`config.mk`:
```
export PLATFORM = sky130hd
export DESIGN_NAME = pwc_timer
export DESIGN_NICKNAME = d
export VERILOG_FILES = /design/src/rtl/pwc_pkg.sv /design/src/rtl/pwc_edge_det.sv /design/src/rtl/pwc_prescaler.sv /design/src/rtl/pwc_counter.sv /design/src/rtl/pwc_timer.sv
export SDC_FILE = /design/constraint.sdc
export NUM_CORES = 1
export LEC_CHECK = 0
export BUFFER_PORTS_ARGS = -buffer_cell sky130_fd_sc_hd__buf_2
export CAP_MARGIN = 10
export CORE_ASPECT_RATIO = 0.7
export CORE_UTILIZATION = 50
export CTS_BUF_LIST = sky130_fd_sc_hd__clkbuf_2 sky130_fd_sc_hd__clkbuf_4 sky130_fd_sc_hd__clkbuf_8
export CTS_CLUSTER_DIAMETER = 60
export CTS_CLUSTER_SIZE = 10
export DETAILED_ROUTE_END_ITERATION = 6
export HOLD_SLACK_MARGIN = 0.02
export PLACE_DENSITY = 0.9
export SYNTH_ARGS = -nofsm -noshare
export SYNTH_HDL_FRONTEND = slang
export SYNTH_SLANG_ARGS = --single-unit
export TNS_END_PERCENT = 1
```
`constraint.sdc`:
```
create_clock -name clk -period 1.66 [get_ports clk]
set_input_delay 0.083 -clock clk [delete_from_list [all_inputs] [get_ports clk]]
set_output_delay 0.083 -clock clk [all_outputs]
set_load 0.02 [all_outputs]
```
`src/rtl/pwc_pkg.sv`:
```
// Shared constants for the pulse width capture timer.
package pwc_pkg;
    localparam logic [1:0] MODE_CAPTURE = 2'b11;
    localparam int CTRL_EN_BIT   = 4;
    localparam int CTRL_EDGE_BIT = 3;
endpackage

```
`src/rtl/pwc_edge_det.sv`:
```
// Synchronizes an asynchronous input and flags its rising and falling edges.
// Assumes: the input is stable for at least STAGES+1 clocks between edges.
module pwc_edge_det #(
    parameter int STAGES = 2
) (
    input  logic clk,
    input  logic rst_n,
    input  logic din,
    output logic rise,
    output logic fall
);
    logic [STAGES-1:0] sync_q;
    logic              prev_q;

    // Synchronizer chain, one flop per stage.
    genvar g;
    generate
        for (g = 0; g < STAGES; g++) begin : g_stage
            if (g == 0) begin : g_first
                always_ff @(posedge clk) begin
                    if (!rst_n) sync_q[0] <= 1'b0;
                    else        sync_q[0] <= din;
                end
            end else begin : g_next
                always_ff @(posedge clk) begin
                    if (!rst_n) sync_q[g] <= 1'b0;
                    else        sync_q[g] <= sync_q[g-1];
                end
            end
        end
    endgenerate

    // Previous synchronized sample, used for edge comparison.
    always_ff @(posedge clk) begin
        if (!rst_n) prev_q <= 1'b0;
        else        prev_q <= sync_q[STAGES-1];
    end

    assign rise = sync_q[STAGES-1] & ~prev_q;
    assign fall = ~sync_q[STAGES-1] & prev_q;
endmodule

```
`src/rtl/pwc_prescaler.sv`:
```
// Emits one tick every DIV clocks while run is high; restarts when run is low.
// Assumes: DIV >= 2.
module pwc_prescaler #(
    parameter int DIV = 4
) (
    input  logic clk,
    input  logic rst_n,
    input  logic run,
    output logic tick
);
    localparam int PW = (DIV > 2) ? $clog2(DIV) : 1;
    localparam logic [PW-1:0] LAST = PW'(DIV - 1);

    logic [PW-1:0] pcnt_q;

    assign tick = run && (pcnt_q == LAST);

    // Phase counter, held at zero while idle.
    always_ff @(posedge clk) begin
        if (!rst_n || !run) pcnt_q <= '0;
        else if (tick)      pcnt_q <= '0;
        else                pcnt_q <= pcnt_q + 1'b1;
    end


    tick_spacing_chk: assert property (@(posedge clk) disable iff (!rst_n)
        tick |=> !tick);
endmodule

```
`src/rtl/pwc_counter.sv`:
```
// Up-counter with direct load and reload-from-preload on overflow.
// Assumes: load and inc may coincide; load wins.
module pwc_counter #(
    parameter int W = 16
) (
    input  logic         clk,
    input  logic         rst_n,
    input  logic         inc,
    input  logic         load,
    input  logic [W-1:0] load_val,
    input  logic [W-1:0] preload,
    output logic [W-1:0] cnt,
    output logic         ovf
);
    localparam logic [W-1:0] MAXV = '1;

    assign ovf = inc && !load && (cnt == MAXV);

    // Count register update.
    always_ff @(posedge clk) begin
        if (!rst_n)   cnt <= '0;
        else if (load) cnt <= load_val;
        else if (ovf)  cnt <= preload;
        else if (inc)  cnt <= cnt + 1'b1;
    end


    reload_chk: assert property (@(posedge clk) disable iff (!rst_n)
        ovf |=> cnt == $past(preload));

    hold_chk: assert property (@(posedge clk) disable iff (!rst_n)
        (!inc && !load) |=> $stable(cnt));
endmodule

```
`src/rtl/pwc_timer.sv`:
```
// Single-shot pulse width capture timer: control register, capture state,
// prescaled 16-bit counter with preload reload, sticky overflow interrupt.
// Assumes: cap_in is asynchronous; all software strobes are one clock wide.
module pwc_timer #(
    parameter int CNT_W       = 16,
    parameter int PRESC_DIV   = 4,
    parameter int SYNC_STAGES = 2
) (
    input  logic             clk,
    input  logic             rst_n,
    input  logic             ctrl_wr,
    input  logic [7:0]       ctrl_wdata,
    output logic [7:0]       ctrl_rdata,
    input  logic             preload_wr,
    input  logic [CNT_W-1:0] preload_wdata,
    output logic [CNT_W-1:0] cnt_rdata,
    input  logic             irq_en,
    input  logic             irq_clr,
    output logic             irq,
    input  logic             cap_in,
    input  logic             pin_is_input
);
    import pwc_pkg::*;

    logic [1:0]       mode_q;
    logic             en_q;
    logic             pol_q;
    logic             active_q;
    logic             irq_q;
    logic [CNT_W-1:0] preload_q;
    logic             rise, fall, start_edge, stop_edge, capture_ok;
    logic             tick, ovf;

    pwc_edge_det #(.STAGES(SYNC_STAGES)) edge_i (
        .clk(clk), .rst_n(rst_n), .din(cap_in), .rise(rise), .fall(fall));

    pwc_prescaler #(.DIV(PRESC_DIV)) presc_i (
        .clk(clk), .rst_n(rst_n), .run(active_q), .tick(tick));

    pwc_counter #(.W(CNT_W)) cnt_i (
        .clk(clk), .rst_n(rst_n), .inc(tick),
        .load(preload_wr && !en_q), .load_val(preload_wdata),
        .preload(preload_q), .cnt(cnt_rdata), .ovf(ovf));

    assign start_edge = pol_q ? rise : fall;
    assign stop_edge  = pol_q ? fall : rise;
    assign capture_ok = (mode_q == MODE_CAPTURE) && pin_is_input;

    // Control register with hardware self-clear of the enable bit.
    always_ff @(posedge clk) begin
        if (!rst_n) begin
            mode_q <= 2'b00;
            en_q   <= 1'b0;
            pol_q  <= 1'b0;
        end else if (ctrl_wr) begin
            mode_q <= ctrl_wdata[7:6];
            en_q   <= ctrl_wdata[CTRL_EN_BIT];
            pol_q  <= ctrl_wdata[CTRL_EDGE_BIT];
        end else if (active_q && stop_edge) begin
            en_q   <= 1'b0;
        end
    end

    // Capture phase: armed -> counting on start edge, back on stop edge.
    always_ff @(posedge clk) begin
        if (!rst_n || ctrl_wr)                          active_q <= 1'b0;
        else if (active_q && stop_edge)                 active_q <= 1'b0;
        else if (en_q && start_edge && capture_ok)      active_q <= 1'b1;
    end

    // Preload register.
    always_ff @(posedge clk) begin
        if (!rst_n)          preload_q <= '0;
        else if (preload_wr) preload_q <= preload_wdata;
    end

    // Sticky interrupt flag; set has priority over clear.
    always_ff @(posedge clk) begin
        if (!rst_n)              irq_q <= 1'b0;
        else if (ovf && irq_en)  irq_q <= 1'b1;
        else if (irq_clr)        irq_q <= 1'b0;
    end

    assign irq = irq_q;
    assign ctrl_rdata = {mode_q, 1'b0, en_q, pol_q, 3'b000};


    active_needs_en_chk: assert property (@(posedge clk) disable iff (!rst_n)
        active_q |-> en_q);

    self_clear_chk: assert property (@(posedge clk) disable iff (!rst_n)
        (active_q && stop_edge && !ctrl_wr) |=> (!en_q && !active_q));

    irq_gate_chk: assert property (@(posedge clk) disable iff (!rst_n)
        $rose(irq_q) |-> $past(irq_en));

    no_start_chk: assert property (@(posedge clk) disable iff (!rst_n)
        (!active_q && !capture_ok) |=> !active_q);
endmodule

```
==> qor.csv <==
metric,value,unit
fin nets,370,
clk sinks,43,
die width,82.4,µm
TritonCTS clock tree,yes,
"count leader, synth",dfxtp_1,
Tcrit/Tclk final,0.959,
Fillers,315,
chip height,58.3,µm
part of the power in registers,0.452,
post-route minimum period,1.59,ns
later-pin clock latency in the skew report,0.31,ns
"Hold Vio Cnt, Final",0,
total grt overflow,0,
core area,0.00435,mm²
startpoint types,register,
Clock H-tree levels,2,
Longest Clk Path Bufs,2,
required time of the critical path,1.84,ns
DRT iter0 DRCs,308,
Worst-path clk slew,0.08,ns
clock root cell,clkbuf_8,
Clk pwr share,0.395,
worst-path fanout max,6,
TNS Setup,0,ns
Initial Util,0.520,
WS Path Type,reg -> reg,
Worst R2R Start,cnt_i.cnt[0],
GRT Resource Usage Total,0.280,
CP Capture Type,register,
I/O pin count,57,
"wirelength, routed",6.47,mm
hold crit path type,in -> reg,
layout cells sized above 1,0.338,
post-synthesis cell type count,49,
mapped cell area,0.00226,mm²
Internal,1.88,mW
Reg-to-Reg End,cnt_i.cnt[13],
vias per std cell,6.01,
sw frac,0.252,
"Arr. time, crit path",1.77,ns
top-area cell type share of the netlist area,0.380,
first-pass GRT wire length,10.1,mm
"FF+latch count, synth",43,
pre-CTS WS,-0.0131,ns
antenna-violating nets left,0,
final setup margin,0.0681,ns
Synth area leader,dfxtp_1,
post-DP HPWL,4.50,mm
final core utilization,0.678,
Synthesis Warnings,0,
Comb pwr share,0.153,
number of synthesized flops with an enable pin,0,
most frequent cells after synthesis,"43 x dfxtp_1, 30 x nand2_1, 24 x nor2_1",
Detailed Routing Iterations Pass 1,5,
Critical Path End,cnt_i.cnt[13],
Finished Cell Area,0.00295,mm²
area delta synth->final,30.3,%
Mapped Avg Cell Area,8.71,µm²
synthesized instance count,260,
Pwr Density,850,mW/mm²
Clock Skews,0.00894,ns
Final Setup Violations,0,
number of buffers created by CTS,5,
vias in the first global route,2094,
Max Freq,628,MHz
placement-stage cell area,0.00271,mm²
# port buffers,48,
routability cong.,0.906,
# rows,20,
sequential share of the synthesized area,0.380,
Main synth FF type,dfxtp_1,
most area-consuming cells after synthesis,"dfxtp_1 38%, mux2i_1 8.0%, nand2_1 5.0%, nand3_1 4.0%, nor2_1 4.0%",
post-synthesis async set-or-reset flop share,0,
via count,2357,
Max Cap Viol,0,
WL/cell,16.5,µm
net switching power,0.631,mW
Leak,1.29,nW
internal reg-to-reg setup slack,0.07,ns
# diodes,0,
r2r worst-path depth,5,
Worst VDD drop,0.640,mV
Die ar.,0.00481,mm²
crit path from,cnt_i.cnt[0],
largest net degree at the start of global routing,30,
DRC viols,0,
number of antenna violations at the first check in global routing,0,
status,completed,
final max-slew violation count,0,
## worst min-delay path by stage
stage                           start          endpoint  slack (ns)  cells past startpoint
floorplan                      cap_in  edge_i.sync_q[0]        0.21                      1
detailed placement             cap_in  edge_i.sync_q[0]        0.30                      2
finish              preload_wdata[13]     preload_q[13]        0.03                      3
CTS                     ctrl_wdata[6]         mode_q[0]        0.03                      3
global route            ctrl_wdata[6]         mode_q[0]        0.03                      3
global placement               cap_in  edge_i.sync_q[0]        0.29                      2
## cell families after synthesis
logic type | Yosys count | synth area share
buf+inv | 22 | 0.0591
mux | 18 | 0.0796
fa+ha+maj | 2 | 0.0110
simple gates | 118 | 0.278
other cells | 1 | 0.00166
xor+xnor | 10 | 0.0387
flops | 43 | 0.380
compound gates | 46 | 0.152
## per-layer routing
layer,track usage,vias up,part of all wire
met5,0,-,0
met4,0.105,0,0.031
met3,0.0558,33,0.10
met2,0.429,147,0.45
met1,0.390,1091,0.42
li1,-,1086,-
## sequential cells by signal, summed over array words and instances (netlist names)
name            flops
mode_q              2
preload_q          16
edge_i.sync_q       2
pol_q               1
cnt_i.cnt          16
en_q                1
irq                 1
presc_i.pcnt_q      2
edge_i.prev_q       1
active_q            1
## layout make-up
type | count | area (µm²) | share of cell area
well taps | 55 | 68.8 | 0.0233
clock inverters | 2 | 60.1 | 0.0204
clock buffers | 6 | 76.3 | 0.0259
repair buffers | 86 | 541 | 0.183
multi-input cells | 198 | 1330 | 0.450
flip-flops and latches | 43 | 870 | 0.295
inverters | 2 | 7.51 | 0.00254
## stage by stage
| step | hold WS [ns] | total power [mW] | std cells |
|---|---|---|---|
| floorplan | 0.210 | 1.37 | 263 |
| global placement | 0.292 | 1.50 | 379 |
| detailed placement | 0.296 | 1.51 | 379 |
| CTS | 0.0295 | 2.49 | 390 |
| global route | 0.0339 | 2.58 | 392 |
| finish | 0.0278 | 2.51 | 392 |
## power by group through the flow
stage	logic, mW	registers (mW)	clock network [mW]
floorplan	0.182	1.19	0
global placement	0.354	1.15	0
detailed placement	0.364	1.15	0
CTS	0.372	1.13	0.993
global route	0.412	1.14	1.03
finish	0.383	1.13	0.990
## worst max-delay path, stage by stage, from the launching register on
cell and delay, ns:
dfxtp_2 0.36, ha_4 0.16, nand3_4 0.12, or3_4 0.47, o21ai_4 0.21, o221ai_1 0.16
## placed cells by master, fill, tap and decap left out, types with 3 or more instances in the layout
cell type      netlist  routed
nor2_1              24      24
clkbuf_8             0       5
conb_1               1       4
nand2b_1             5       5
mux2i_1             18      18
nand2_1             30      29
xnor2_1              8       8
nor4_1               4       3
dfxtp_1             43      36
dlygate4sd3_1        0       3
nor3_1               6       6
dfxtp_2              0       7
o21ai_0              4       4
nand4_1             10      10
nand3_1             18      17
o221ai_1            10      10
a21oi_1              8       8
buf_4                6      33
buf_2                5      48
and2_1               4       4
a21o_1              10      10
## what timing repair did
item                                   CTS  global route
setup endpoints to repair                5            13
resized for setup                        2            12
endpoints found under the hold margin    3             0
setup buffers                            0             2
cloned                                   0             0
hold buffers                             3             0
pin swaps                                0             3
Power figures use the tool's default switching activity.
